File: config.mk
export PLATFORM = sky130hd
export DESIGN_NAME = stor2ch_regfile
export DESIGN_NICKNAME = d
export VERILOG_FILES = /design/src/rtl/stor2ch_pkg.sv /design/src/rtl/stor2ch_chan.sv /design/src/rtl/stor2ch_rdmux.sv /design/src/rtl/stor2ch_regfile.sv
export SDC_FILE = /design/constraint.sdc
export NUM_CORES = 1
export LEC_CHECK = 0
export BUFFER_PORTS_ARGS = -buffer_cell sky130_fd_sc_hd__buf_2
export CAP_MARGIN = 20
export CORE_ASPECT_RATIO = 0.5
export CORE_UTILIZATION = 59
export CTS_BUF_LIST = sky130_fd_sc_hd__clkbuf_8 sky130_fd_sc_hd__clkbuf_16
export CTS_CLUSTER_SIZE = 10
export DETAILED_ROUTE_END_ITERATION = 16
export PLACE_DENSITY = 0.82
export SYNTH_ARGS = -nofsm -noshare
export SYNTH_HDL_FRONTEND = slang
export SYNTH_HIERARCHICAL = 1
export SYNTH_SLANG_ARGS = --single-unit
File: constraint.sdc
create_clock -name clk -period 4.09 [get_ports clk]
set_clock_uncertainty 0.2 [all_clocks]
set_input_delay 0.818 -clock clk [delete_from_list [all_inputs] [get_ports clk]]
set_output_delay 0.818 -clock clk [all_outputs]
set_load 0.01 [all_outputs]
File: src/rtl/stor2ch_pkg.sv
package stor2ch_pkg;
    localparam int NCH    = 2;
    localparam int ADDR_W = 9;
    localparam int DATA_W = 32;
    localparam int NBYTE  = DATA_W / 8;
    localparam int BOFF_W = $clog2(NBYTE);
    localparam int LCTL_W = 12;
    localparam int MASK_W = 16;
    localparam int SCR_W  = 6;
    localparam int INT_BIT = 11;

    localparam logic [1:0] SZ_BYTE = 2'd0;
    localparam logic [1:0] SZ_HALF = 2'd1;
    localparam logic [1:0] SZ_WORD = 2'd2;

    localparam logic [DATA_W-1:0] CONF_RST  = 32'h6515_0000;
    localparam logic [DATA_W-1:0] LSTAT_UP  = 32'h0000_0113;
    localparam logic [7:0]        CMD_KEEP  = 8'h09;
    localparam logic [7:0]        STAT_W1C  = 8'h06;
    localparam logic [7:0]        STAT_RW   = 8'h60;
    localparam logic [MASK_W-1:0] MASK_KEEP = 16'h3EED;

    typedef enum logic [2:0] {
        SEL_NONE, SEL_CMD, SEL_SCR, SEL_STAT, SEL_PTR, SEL_LCTL, SEL_MASK
    } wsel_e;

    typedef struct packed {
        logic  ch;
        wsel_e sel;
    } wdec_t;

    typedef struct packed {
        logic [7:0]        cmd;
        logic [SCR_W-1:0]  scr;
        logic [7:0]        stat;
        logic [DATA_W-1:0] ptr;
        logic [DATA_W-1:0] conf;
        logic [LCTL_W-1:0] lctl;
        logic [MASK_W-1:0] mask;
    } chan_view_t;

    function automatic wdec_t decode_wr(input logic [ADDR_W-1:0] a);
        wdec_t d;
        d.ch  = 1'b0;
        d.sel = SEL_NONE;
        if (a[8:5] == 4'b0000) begin
            d.ch = a[3];
            if (a[2]) begin
                if (!a[4]) d.sel = SEL_PTR;
            end else begin
                case (a[1:0])
                    2'd0:    d.sel = SEL_CMD;
                    2'd1:    d.sel = SEL_SCR;
                    2'd2:    d.sel = SEL_STAT;
                    default: d.sel = SEL_NONE;
                endcase
            end
        end else if (a[8] && a[6:0] == 7'h00) begin
            d.ch  = a[7];
            d.sel = SEL_LCTL;
        end else if (a[8] && a[6:0] == 7'h48) begin
            d.ch  = a[7];
            d.sel = SEL_MASK;
        end
        return d;
    endfunction

    function automatic logic [DATA_W-1:0] size_mask(input logic [1:0] sz);
        case (sz)
            SZ_BYTE: return 32'h0000_00FF;
            SZ_HALF: return 32'h0000_FFFF;
            default: return 32'hFFFF_FFFF;
        endcase
    endfunction

    function automatic logic [7:0] stat_update(input logic [7:0] old, input logic [7:0] w);
        return (old & STAT_W1C & ~w) | (w & STAT_RW);
    endfunction
endpackage

File: src/rtl/stor2ch_chan.sv
module stor2ch_chan
    import stor2ch_pkg::*;
(
    input  logic              clk,
    input  logic              rst,
    input  logic              we,
    input  wsel_e             sel,
    input  logic [BOFF_W-1:0] boff,
    input  logic [1:0]        size,
    input  logic [DATA_W-1:0] wdata,
    input  logic              irq_in,
    input  logic              active,
    input  logic              err_set,
    input  logic              done_set,
    output chan_view_t        view,
    output logic              rst_pulse,
    output logic              dma_start
);
    localparam int NB_W = BOFF_W + 2;

    logic [7:0]        cmd_q;
    logic [SCR_W-1:0]  scr_q;
    logic [7:0]        stat_q;
    logic [DATA_W-1:0] ptr_q;
    logic              flag_q;
    logic [LCTL_W-1:0] lctl_q;
    logic [MASK_W-1:0] mask_q;
    logic [7:0]        events;
    logic [DATA_W-1:0] wshift;
    logic [NB_W-1:0]   nbytes;

    assign events = {5'b0, done_set, err_set, 1'b0};
    assign wshift = wdata << (8 * boff);
    assign nbytes = NB_W'(1) << size;

    always_ff @(posedge clk) begin
        if (rst) begin
            cmd_q     <= '0;
            scr_q     <= '0;
            stat_q    <= '0;
            flag_q    <= 1'b0;
            lctl_q    <= '0;
            mask_q    <= '0;
            rst_pulse <= 1'b0;
        end else begin
            flag_q    <= irq_in;
            rst_pulse <= we && sel == SEL_LCTL && wdata[0];
            if (we && sel == SEL_STAT) stat_q <= stat_update(stat_q, wdata[7:0]) | events;
            else                       stat_q <= stat_q | events;
            if (we && sel == SEL_CMD)  cmd_q  <= wdata[7:0] & CMD_KEEP;
            if (we && sel == SEL_SCR)  scr_q  <= wdata[SCR_W-1:0];
            if (we && sel == SEL_LCTL) lctl_q <= wdata[LCTL_W-1:0];
            if (we && sel == SEL_MASK) mask_q <= wdata[DATA_W-1:DATA_W-MASK_W] & MASK_KEEP;
        end
    end

    for (genvar i = 0; i < NBYTE; i++) begin : g_lane
        logic lane_en;
        assign lane_en = (NB_W'(i) >= NB_W'(boff)) && (NB_W'(i) < NB_W'(boff) + nbytes);
        always_ff @(posedge clk) begin
            if (rst)                               ptr_q[8*i +: 8] <= '0;
            else if (we && sel == SEL_PTR && lane_en) ptr_q[8*i +: 8] <= wshift[8*i +: 8];
        end
    end

    always_comb begin
        view.cmd  = cmd_q;
        view.scr  = scr_q;
        view.stat = stat_q | {7'b0, active};
        view.ptr  = ptr_q;
        view.conf = CONF_RST | (DATA_W'(flag_q) << INT_BIT);
        view.lctl = lctl_q;
        view.mask = mask_q;
    end

    assign dma_start = cmd_q[0];
endmodule

File: src/rtl/stor2ch_rdmux.sv
module stor2ch_rdmux
    import stor2ch_pkg::*;
(
    input  logic [ADDR_W-1:0] addr,
    input  logic [1:0]        size,
    input  chan_view_t        views [NCH],
    input  logic [NCH-1:0]    present,
    input  logic              tf_region,
    input  logic              tf_fwd,
    input  logic [DATA_W-1:0] tf_rdata,
    output logic [DATA_W-1:0] rdata
);
    logic [DATA_W-1:0] raw;
    logic              f0, f1;

    assign f0 = views[0].conf[INT_BIT];
    assign f1 = views[1].conf[INT_BIT];

    always_comb begin
        raw = '0;
        if (tf_region) begin
            raw = tf_fwd ? tf_rdata : '1;
        end else if (addr[8:4] == 5'b00000) begin
            if (addr[2]) begin
                raw = views[addr[3]].ptr >> (8 * addr[1:0]);
            end else begin
                case (addr[1:0])
                    2'd0:    raw = DATA_W'(views[addr[3]].cmd);
                    2'd1:    raw = DATA_W'(views[addr[3]].scr);
                    2'd2:    raw = DATA_W'(views[addr[3]].stat);
                    default: raw = '0;
                endcase
            end
        end else if (addr == 9'h010) begin
            raw = DATA_W'(views[0].cmd) | (DATA_W'(f0) << 4) | (DATA_W'(f1) << 6)
                | (DATA_W'(views[1].stat[2]) << 14)
                | (DATA_W'(views[0].stat) << 16) | (DATA_W'(views[1].stat) << 24);
        end else if (addr == 9'h018) begin
            raw = DATA_W'(views[1].cmd) | (DATA_W'(f1) << 4)
                | (DATA_W'(views[1].stat) << 16);
        end else if (!addr[8] && addr[7] && addr[5] && addr[4:0] == 5'b0) begin
            raw = views[addr[6]].conf;
        end else if (addr[8] && addr[6:0] == 7'h00) begin
            raw = DATA_W'(views[addr[7]].lctl);
        end else if (addr[8] && addr[6:0] == 7'h04) begin
            raw = present[addr[7]] ? LSTAT_UP : '0;
        end else if (addr[8] && addr[6:0] == 7'h48) begin
            raw = {views[addr[7]].mask, {(DATA_W-MASK_W){1'b0}}};
        end
        rdata = raw & size_mask(size);
    end
endmodule

File: src/rtl/stor2ch_regfile.sv
module stor2ch_regfile
    import stor2ch_pkg::*;
(
    input  logic                clk,
    input  logic                rst,
    input  logic                bus_rd,
    input  logic                bus_wr,
    input  logic [1:0]          bus_size,
    input  logic [ADDR_W-1:0]   bus_addr,
    input  logic [DATA_W-1:0]   bus_wdata,
    output logic [DATA_W-1:0]   bus_rdata,
    input  logic [NCH-1:0]      dev_irq,
    input  logic [NCH-1:0]      dev_present,
    input  logic [NCH-1:0]      dma_active,
    input  logic [NCH-1:0]      dma_err_set,
    input  logic [NCH-1:0]      dma_done_set,
    output logic [NCH-1:0]      dma_start,
    output logic [NCH-1:0]      chan_reset,
    output logic                irq,
    output logic                tf_valid,
    output logic                tf_write,
    output logic                tf_chan,
    output logic [2:0]          tf_reg,
    output logic [1:0]          tf_size,
    output logic [DATA_W-1:0]   tf_wdata,
    input  logic [DATA_W-1:0]   tf_rdata
);
    wdec_t      dec;
    chan_view_t views [NCH];
    logic [NCH-1:0] flags;
    logic       tf_region;
    logic       tf_fwd;

    assign dec = decode_wr(bus_addr);

    for (genvar c = 0; c < NCH; c++) begin : g_ch
        stor2ch_chan u_chan (
            .clk       (clk),
            .rst       (rst),
            .we        (bus_wr && dec.ch == c[0]),
            .sel       (dec.sel),
            .boff      (bus_addr[BOFF_W-1:0]),
            .size      (bus_size),
            .wdata     (bus_wdata),
            .irq_in    (dev_irq[c]),
            .active    (dma_active[c]),
            .err_set   (dma_err_set[c]),
            .done_set  (dma_done_set[c]),
            .view      (views[c]),
            .rst_pulse (chan_reset[c]),
            .dma_start (dma_start[c])
        );
        assign flags[c] = views[c].conf[INT_BIT];
    end

    assign irq = |flags;

    assign tf_region = !bus_addr[8] && bus_addr[7] && bus_addr[5:3] == 3'b000;
    assign tf_fwd    = tf_region && (bus_size == SZ_BYTE || bus_addr[2:0] == 3'b000);
    assign tf_valid  = tf_fwd && (bus_rd || bus_wr);
    assign tf_write  = bus_wr;
    assign tf_chan   = bus_addr[6];
    assign tf_reg    = bus_addr[2:0];
    assign tf_size   = bus_size;
    assign tf_wdata  = bus_wdata;

    stor2ch_rdmux u_rdmux (
        .addr      (bus_addr),
        .size      (bus_size),
        .views     (views),
        .present   (dev_present),
        .tf_region (tf_region),
        .tf_fwd    (tf_fwd),
        .tf_rdata  (tf_rdata),
        .rdata     (bus_rdata)
    );
endmodule

; ---- Word-level counts from Yosys, hierarchy flattened
; Index checks and enable logic that the tools add are counted.
; Widths: inputs -> output; s select.
[word_totals]
register_bits = 146
in_bits = 89
out_inout_bits = 77
elab_cells = 153
[op_classes]
addsub = 1
order_cmp = 11
n_eq_ne = 13
n_shift = 3
mux = 32
bitwise = 23
reduce_logical = 48
[ops]
columns = operator, n
row1 = $mux 32, 10
row2 = $mux 114, 2
row3 = $mux 60, 2
row4 = $mux 110, 1
row5 = $mux 28, 3
row6 = $pmux 32 s2, 1
row7 = $mux 40, 1
row8 = $logic_and 1x1->1, 36
row9 = $and 32x32->32, 1
row10 = $or 32x15->32, 1
row11 = $or 32x24->32, 1
row12 = $or 32x32->32, 1
row13 = $or 8x3->8, 4
row14 = $shl 32x5->32, 1
row15 = $shr 32x5->32, 1
row16 = $or 5x24->24, 1
row17 = $pmux 8 s3, 1
row18 = $eq 9x5->1 const B, 2
row19 = $and 3x8->8, 2
row20 = $mux 8, 2
row21 = $or 8x1->8, 2
row22 = $or 8x7->8, 2
row23 = $mux 4, 3
row24 = $logic_not 5->1, 2
row25 = 31 further kinds, 48

; ---- Longest topological paths before layout
[logic_depth]
depth_word = 13
ltp_mapped = 10
ltp_nobuf = 10

; ---- By module
; The synthesis kept the hierarchy.
[by_module_without_submodules]
columns = module, n_inst, cells_per_inst, area_per_inst_um2, seq_area_each_um2
row1 = stor2ch_rdmux, 1, 479, 3568.4, 0.0
row2 = stor2ch_chan at g_ch[1].u_chan, 1, 392, 3524.6, 1381.3
row3 = stor2ch_chan at g_ch[0].u_chan, 1, 391, 3498.4, 1381.3
row4 = stor2ch_regfile, 1, 69, 494.2, 0.0

; ---- Worst setup path after synthesis
; Ideal clock, no wire load.
[synth_timing]
path_kind = input-to-output
startpoint = input bus_addr[0]
endpoint = output bus_rdata[26]
arrival_time_ps = 2549
t_required_ps = 3072
setup_slack_ps = 523
cell_stages = 9
n_path_buf = 1
cell_sequence = inv_1 ha_1 nor2b_1 nor2_1 nor4_1 nand2_1 clkdlybuf4s50_2 o21ai_0 a21oi_1
[synth_via]
elab_cells_between_ends = 25
classes_between = eq/ne (4) / shift (1) / mux (10) / bitwise (1) / reduce/logical (9)
[synth_rtl]
columns = element, line
row1 = "start, declared", stor2ch_regfile.sv:9  ; input logic [ADDR_W-1:0] bus_addr,
row2 = $logic_not 3->1, stor2ch_regfile.sv:59  ; assign tf_fwd = tf_region && (bus_size == SZ_BYTE || bus_addr[2:0] == 3'b000);
row3 = $logic_or 1x1->1, stor2ch_regfile.sv:59
row4 = $logic_and 1x1->1, stor2ch_regfile.sv:59
row5 = via tf_fwd, stor2ch_regfile.sv:32  ; logic tf_fwd;
row6 = $mux 32, stor2ch_rdmux.sv:22  ; raw = tf_fwd ? tf_rdata : '1;
row7 = $mux 32, stor2ch_rdmux.sv:21  ; if (tf_region) begin
row8 = $and 32x32->32, stor2ch_rdmux.sv:50  ; rdata = raw & size_mask(size);
row9 = "end, declared", stor2ch_regfile.sv:11  ; output logic [DATA_W-1:0] bus_rdata,
; The timed path passes the listed nets, and every way through them passes these cells.

; ---- Worst setup path after layout
[layout_timing]
startpoint = input bus_addr[6]
endpoint = output bus_rdata[4]
[layout_via]
elab_chain_cells = 10
elab_cells_between_ends = 15
classes_between = eq/ne (3) / mux (7) / bitwise (1) / reduce/logical (4)
[layout_rtl]
columns = element, line
row1 = $eq 7x3->1, stor2ch_rdmux.sv:45  ; end else if (addr[8] && addr[6:0] == 7'h04) begin
row2 = $logic_and 1x1->1, stor2ch_rdmux.sv:45
row3 = $mux 32, stor2ch_rdmux.sv:45
row4 = $mux 32, stor2ch_rdmux.sv:43  ; end else if (addr[8] && addr[6:0] == 7'h00) begin
row5 = $mux 32, stor2ch_rdmux.sv:41  ; end else if (!addr[8] && addr[7] && addr[5] && addr[4:0] == 5'b0) begin
row6 = $mux 32, stor2ch_rdmux.sv:38  ; end else if (addr == 9'h018) begin
row7 = $mux 32, stor2ch_rdmux.sv:34  ; end else if (addr == 9'h010) begin
row8 = $mux 32 *, stor2ch_rdmux.sv:23  ; end else if (addr[8:4] == 5'b00000) begin
row9 = $mux 32 *, stor2ch_rdmux.sv:21
row10 = $and 32x32->32 *, stor2ch_rdmux.sv:50
; Every way passes the cells marked *; elsewhere a longest branch is shown, timed or not.

==> results.toml <==
[grt]
grt_usage = 0.387
grt_pass1_vias = 9602
grt_max_degree = 110
antenna_found_initial = 1
overflow = 0
grt_pass1_wl_um = 56400

[yosys]
synth_cell_types = 84
synth.top_cell.area_share = 0.249
ys_warn_count = 6
netlist_area_um2 = 11100
synth.largest_area_cell = "dfxtp_1"
ys_ff_latch = 138
async_flop_share = 0
syn_inst = 1331
synth_edf_count = 0
synth_ff_type = "dfxtp_1"
syn_avg_cell_area_um2 = 8.33
ys_seq_area_frac = 0.249
yosys-top-cells-area = "dfxtp_1 25%, mux2i_1 16%, buf_4 9.4%"

[drt]
drc = 0
drt-vias-per-instance = 6.20
wl_per_cell_um = 22.3
drt-initial-drc-count = 1366
drtPass1Iterations = 7
num_vias = 10500
routed_wl_um = 37700
antenna_left = 0

[clock_tree]
cts_max_path_buffers = 2
tritoncts = "done"
worstSkewPairLatency_ns = 0.42
cts_resized = 0
cts_setup_buffers = 0
cts_max_level = 4
ctsHoldBuffers = 0
cts_root_buf = "clkbuf_16"
cts_sinks = 138
clkTransAtPathRegs_ns = 0.07
cts_buffers = 17

[timing]
hold_viol_final = 0
setup_violations = 0
rsz0062_at_grt = "no"
fin_crit_ns = 3.95
setup_tns_ns = 0
worst_pin_slew_ns = 1.09
period_share = 0.965
timing.slew.headroom = 0.272
slew_violations = 0
timing.hold.ws_ns = 0.256
fmax_mhz = 253

[floorplanning]
die_w_um = 196
dieArea_um2 = 19400
rows = 35
initial_utilization = 0.603
fp.dieH_um = 98.9
core_um2 = 18400
pin_count = 166

[final_layout]
post-route-util = 0.660
nets = 1536
layout-drive-gt1-share = 0.254
fill_cells = 1513
synthToLayoutAreaGrowth_pct = 9.46
diodes = 0
final_cells = 1693

[power]
pwr-share-comb = 0.162
leakagePower_uw = 0.00511
seq_power_share = 0.395
powerDensity_nw_per_um2 = 283
clkPwrFrac = 0.442
power_uw = 3430
power.internal_uw = 2420
p_sw_uw = 1010
switching_share = 0.295
vdd_ir_drop_max_uv = 310

[placement]
io_buffers = 165
dp.cells = 1661
place_congestion = 1.06
dp_hpwl_um = 27800

[critical_path]
crit_buf_inv = 3
crit_required_ns = 3.07
crit_path_max_incr_delay_ns = 0.53
start_kind = "input pin"
crit_family = "compound AO/OA/AOI/OAI gates"
worst-setup-path-type = "input pin to output port"
cp_cell_sequence = "buf_2, nor4_4, nand2_1, a2111oi_0, a2111oi_0, buf_4, o2bb2ai_1, buf_2"
critPathMaxFanout = 13
end_kind = "output port"
slowest_stage = "a2111oi_0"
arrival_ns = 2.93

[worst_hold_path]
hold_class = "register to register"

[run]
maxCapViolations = 0

[run_status]
status = "completed"
-- final cells by class --
| type | count | area (um^2) | area share |
|---|---|---|---|
| tap | 240 | 300 | 0.0247 |
| sequential | 138 | 2760 | 0.228 |
| multi-input combinational | 1043 | 7070 | 0.583 |
| clock inverter | 15 | 155 | 0.0128 |
| clock buffer | 17 | 425 | 0.0351 |
| timing repair buffer | 228 | 1370 | 0.113 |
| inverter | 12 | 45.0 | 0.00371 |
-- power groups by stage --
stage | clock [uW] | sequential (uW) | combinational [uW]
after floorplan | 0 | 1380 | 424
after global placement | 0 | 1390 | 520
after detailed placement | 0 | 1390 | 533
after CTS | 1530 | 1360 | 537
after global routing | 1590 | 1360 | 593
final | 1520 | 1360 | 557
-- routing by layer --
metal / vias up / track usage / wire [um]
met5: - / 0 / 13
met4: 2 / 0.0968 / 605
met3: 62 / 0.0999 / 4910
met2: 641 / 0.582 / 16100
met1: 5051 / 0.550 / 16000
li1: 4748 / - / -
-- tightest hold or removal path, stage by stage, from the launching register on --
cell	delay, ns
dfxtp_1	0.31
nand2_1	0.05
a21oi_1	0.05
-- cells in the final DEF, fill, tap and decap left out, types with 12 or more instances in the layout --
cell,instances
buf_4,62
o21ai_0,51
o221ai_1,12
buf_2,161
mux2_2,58
conb_1,90
inv_1,12
nor4_1,13
nor2_1,124
clkbuf_16,17
mux2i_1,182
dfxtp_1,138
a21oi_1,119
nor2b_1,49
a2bb2oi_1,17
nand2_1,140
nor3_1,13
-- cell usage after synthesis (4+ instances only) --
library cell and number:
and2_1 4, o22ai_1 9, a211oi_1 10, nor2b_1 49
a2111oi_0 4, buf_4 139, o32ai_1 6, a21oi_1 119
a32oi_1 4, nand3_1 6, nor3_1 14, a2bb2oi_1 17
nand2b_1 6, o21ai_1 4, inv_1 12, mux2_2 58
nor2_1 124, nand2_1 140, dfxtp_1 138, nor4b_1 7
conb_1 4, mux2i_1 182, nor4_1 13, or2_2 10
ha_1 5, mux4_2 10, clkbuf_1 39, o221ai_1 12
o21ai_0 51, o211ai_1 7, or3_1 5, buf_2 30
or2b_1 4, clkbuf_8 6
-- stage by stage --
stage,instance area [um^2],worst slack (ns)
2_1_floorplan,11400,0.523
3_3_place_gp,11600,0.252
3_5_place_dp,11600,0.227
4_1_cts,12100,0.216
5_1_grt,12100,0.0412
6_report,12100,0.144
-- worst paths after layout --
| kind | cells past startpoint | end | startpoint | slack (ns) |
|---|---|---|---|---|
| hold reg to reg | 2 | g_ch[0].u_chan/lctl_q[11] | g_ch[0].u_chan/lctl_q[11] | 0.26 |
| setup reg to reg | 2 | g_ch[0].u_chan/view[76] | g_ch[0].u_chan/view[76] | 2.98 |
| setup / recovery | 8 | bus_rdata[4] | bus_addr[6] | 0.14 |
| hold / removal | 2 | g_ch[0].u_chan/lctl_q[11] | g_ch[0].u_chan/lctl_q[11] | 0.26 |
-- state kept, by name, indices dropped and copies added, names as in the netlist --
name,count
g_ch.u_chan/mask_q,22
g_ch.u_chan/lctl_q,24
g_ch.u_chan/stat_q,8
g_ch.u_chan/scr_q,12
g_ch.u_chan/cmd_q,4
g_ch.u_chan/view,64
g_ch.u_chan/rst_pulse,2
g_ch.u_chan/flag_q,2
-- cells by family after synthesis --
family                   after synthesis  share of synthesized area
other                                  4                    0.00135
multiplexers                         250                      0.244
flip-flops                           138                      0.249
AND/OR/NAND/NOR                      419                      0.193
buffers and inverters                236                      0.142
XOR/XNOR                               1                   0.000790
AO/OA/AOI/OAI                        276                      0.160
adder cells (fa/ha/maj)                7                    0.00926
Power figures use the tool's default switching activity.
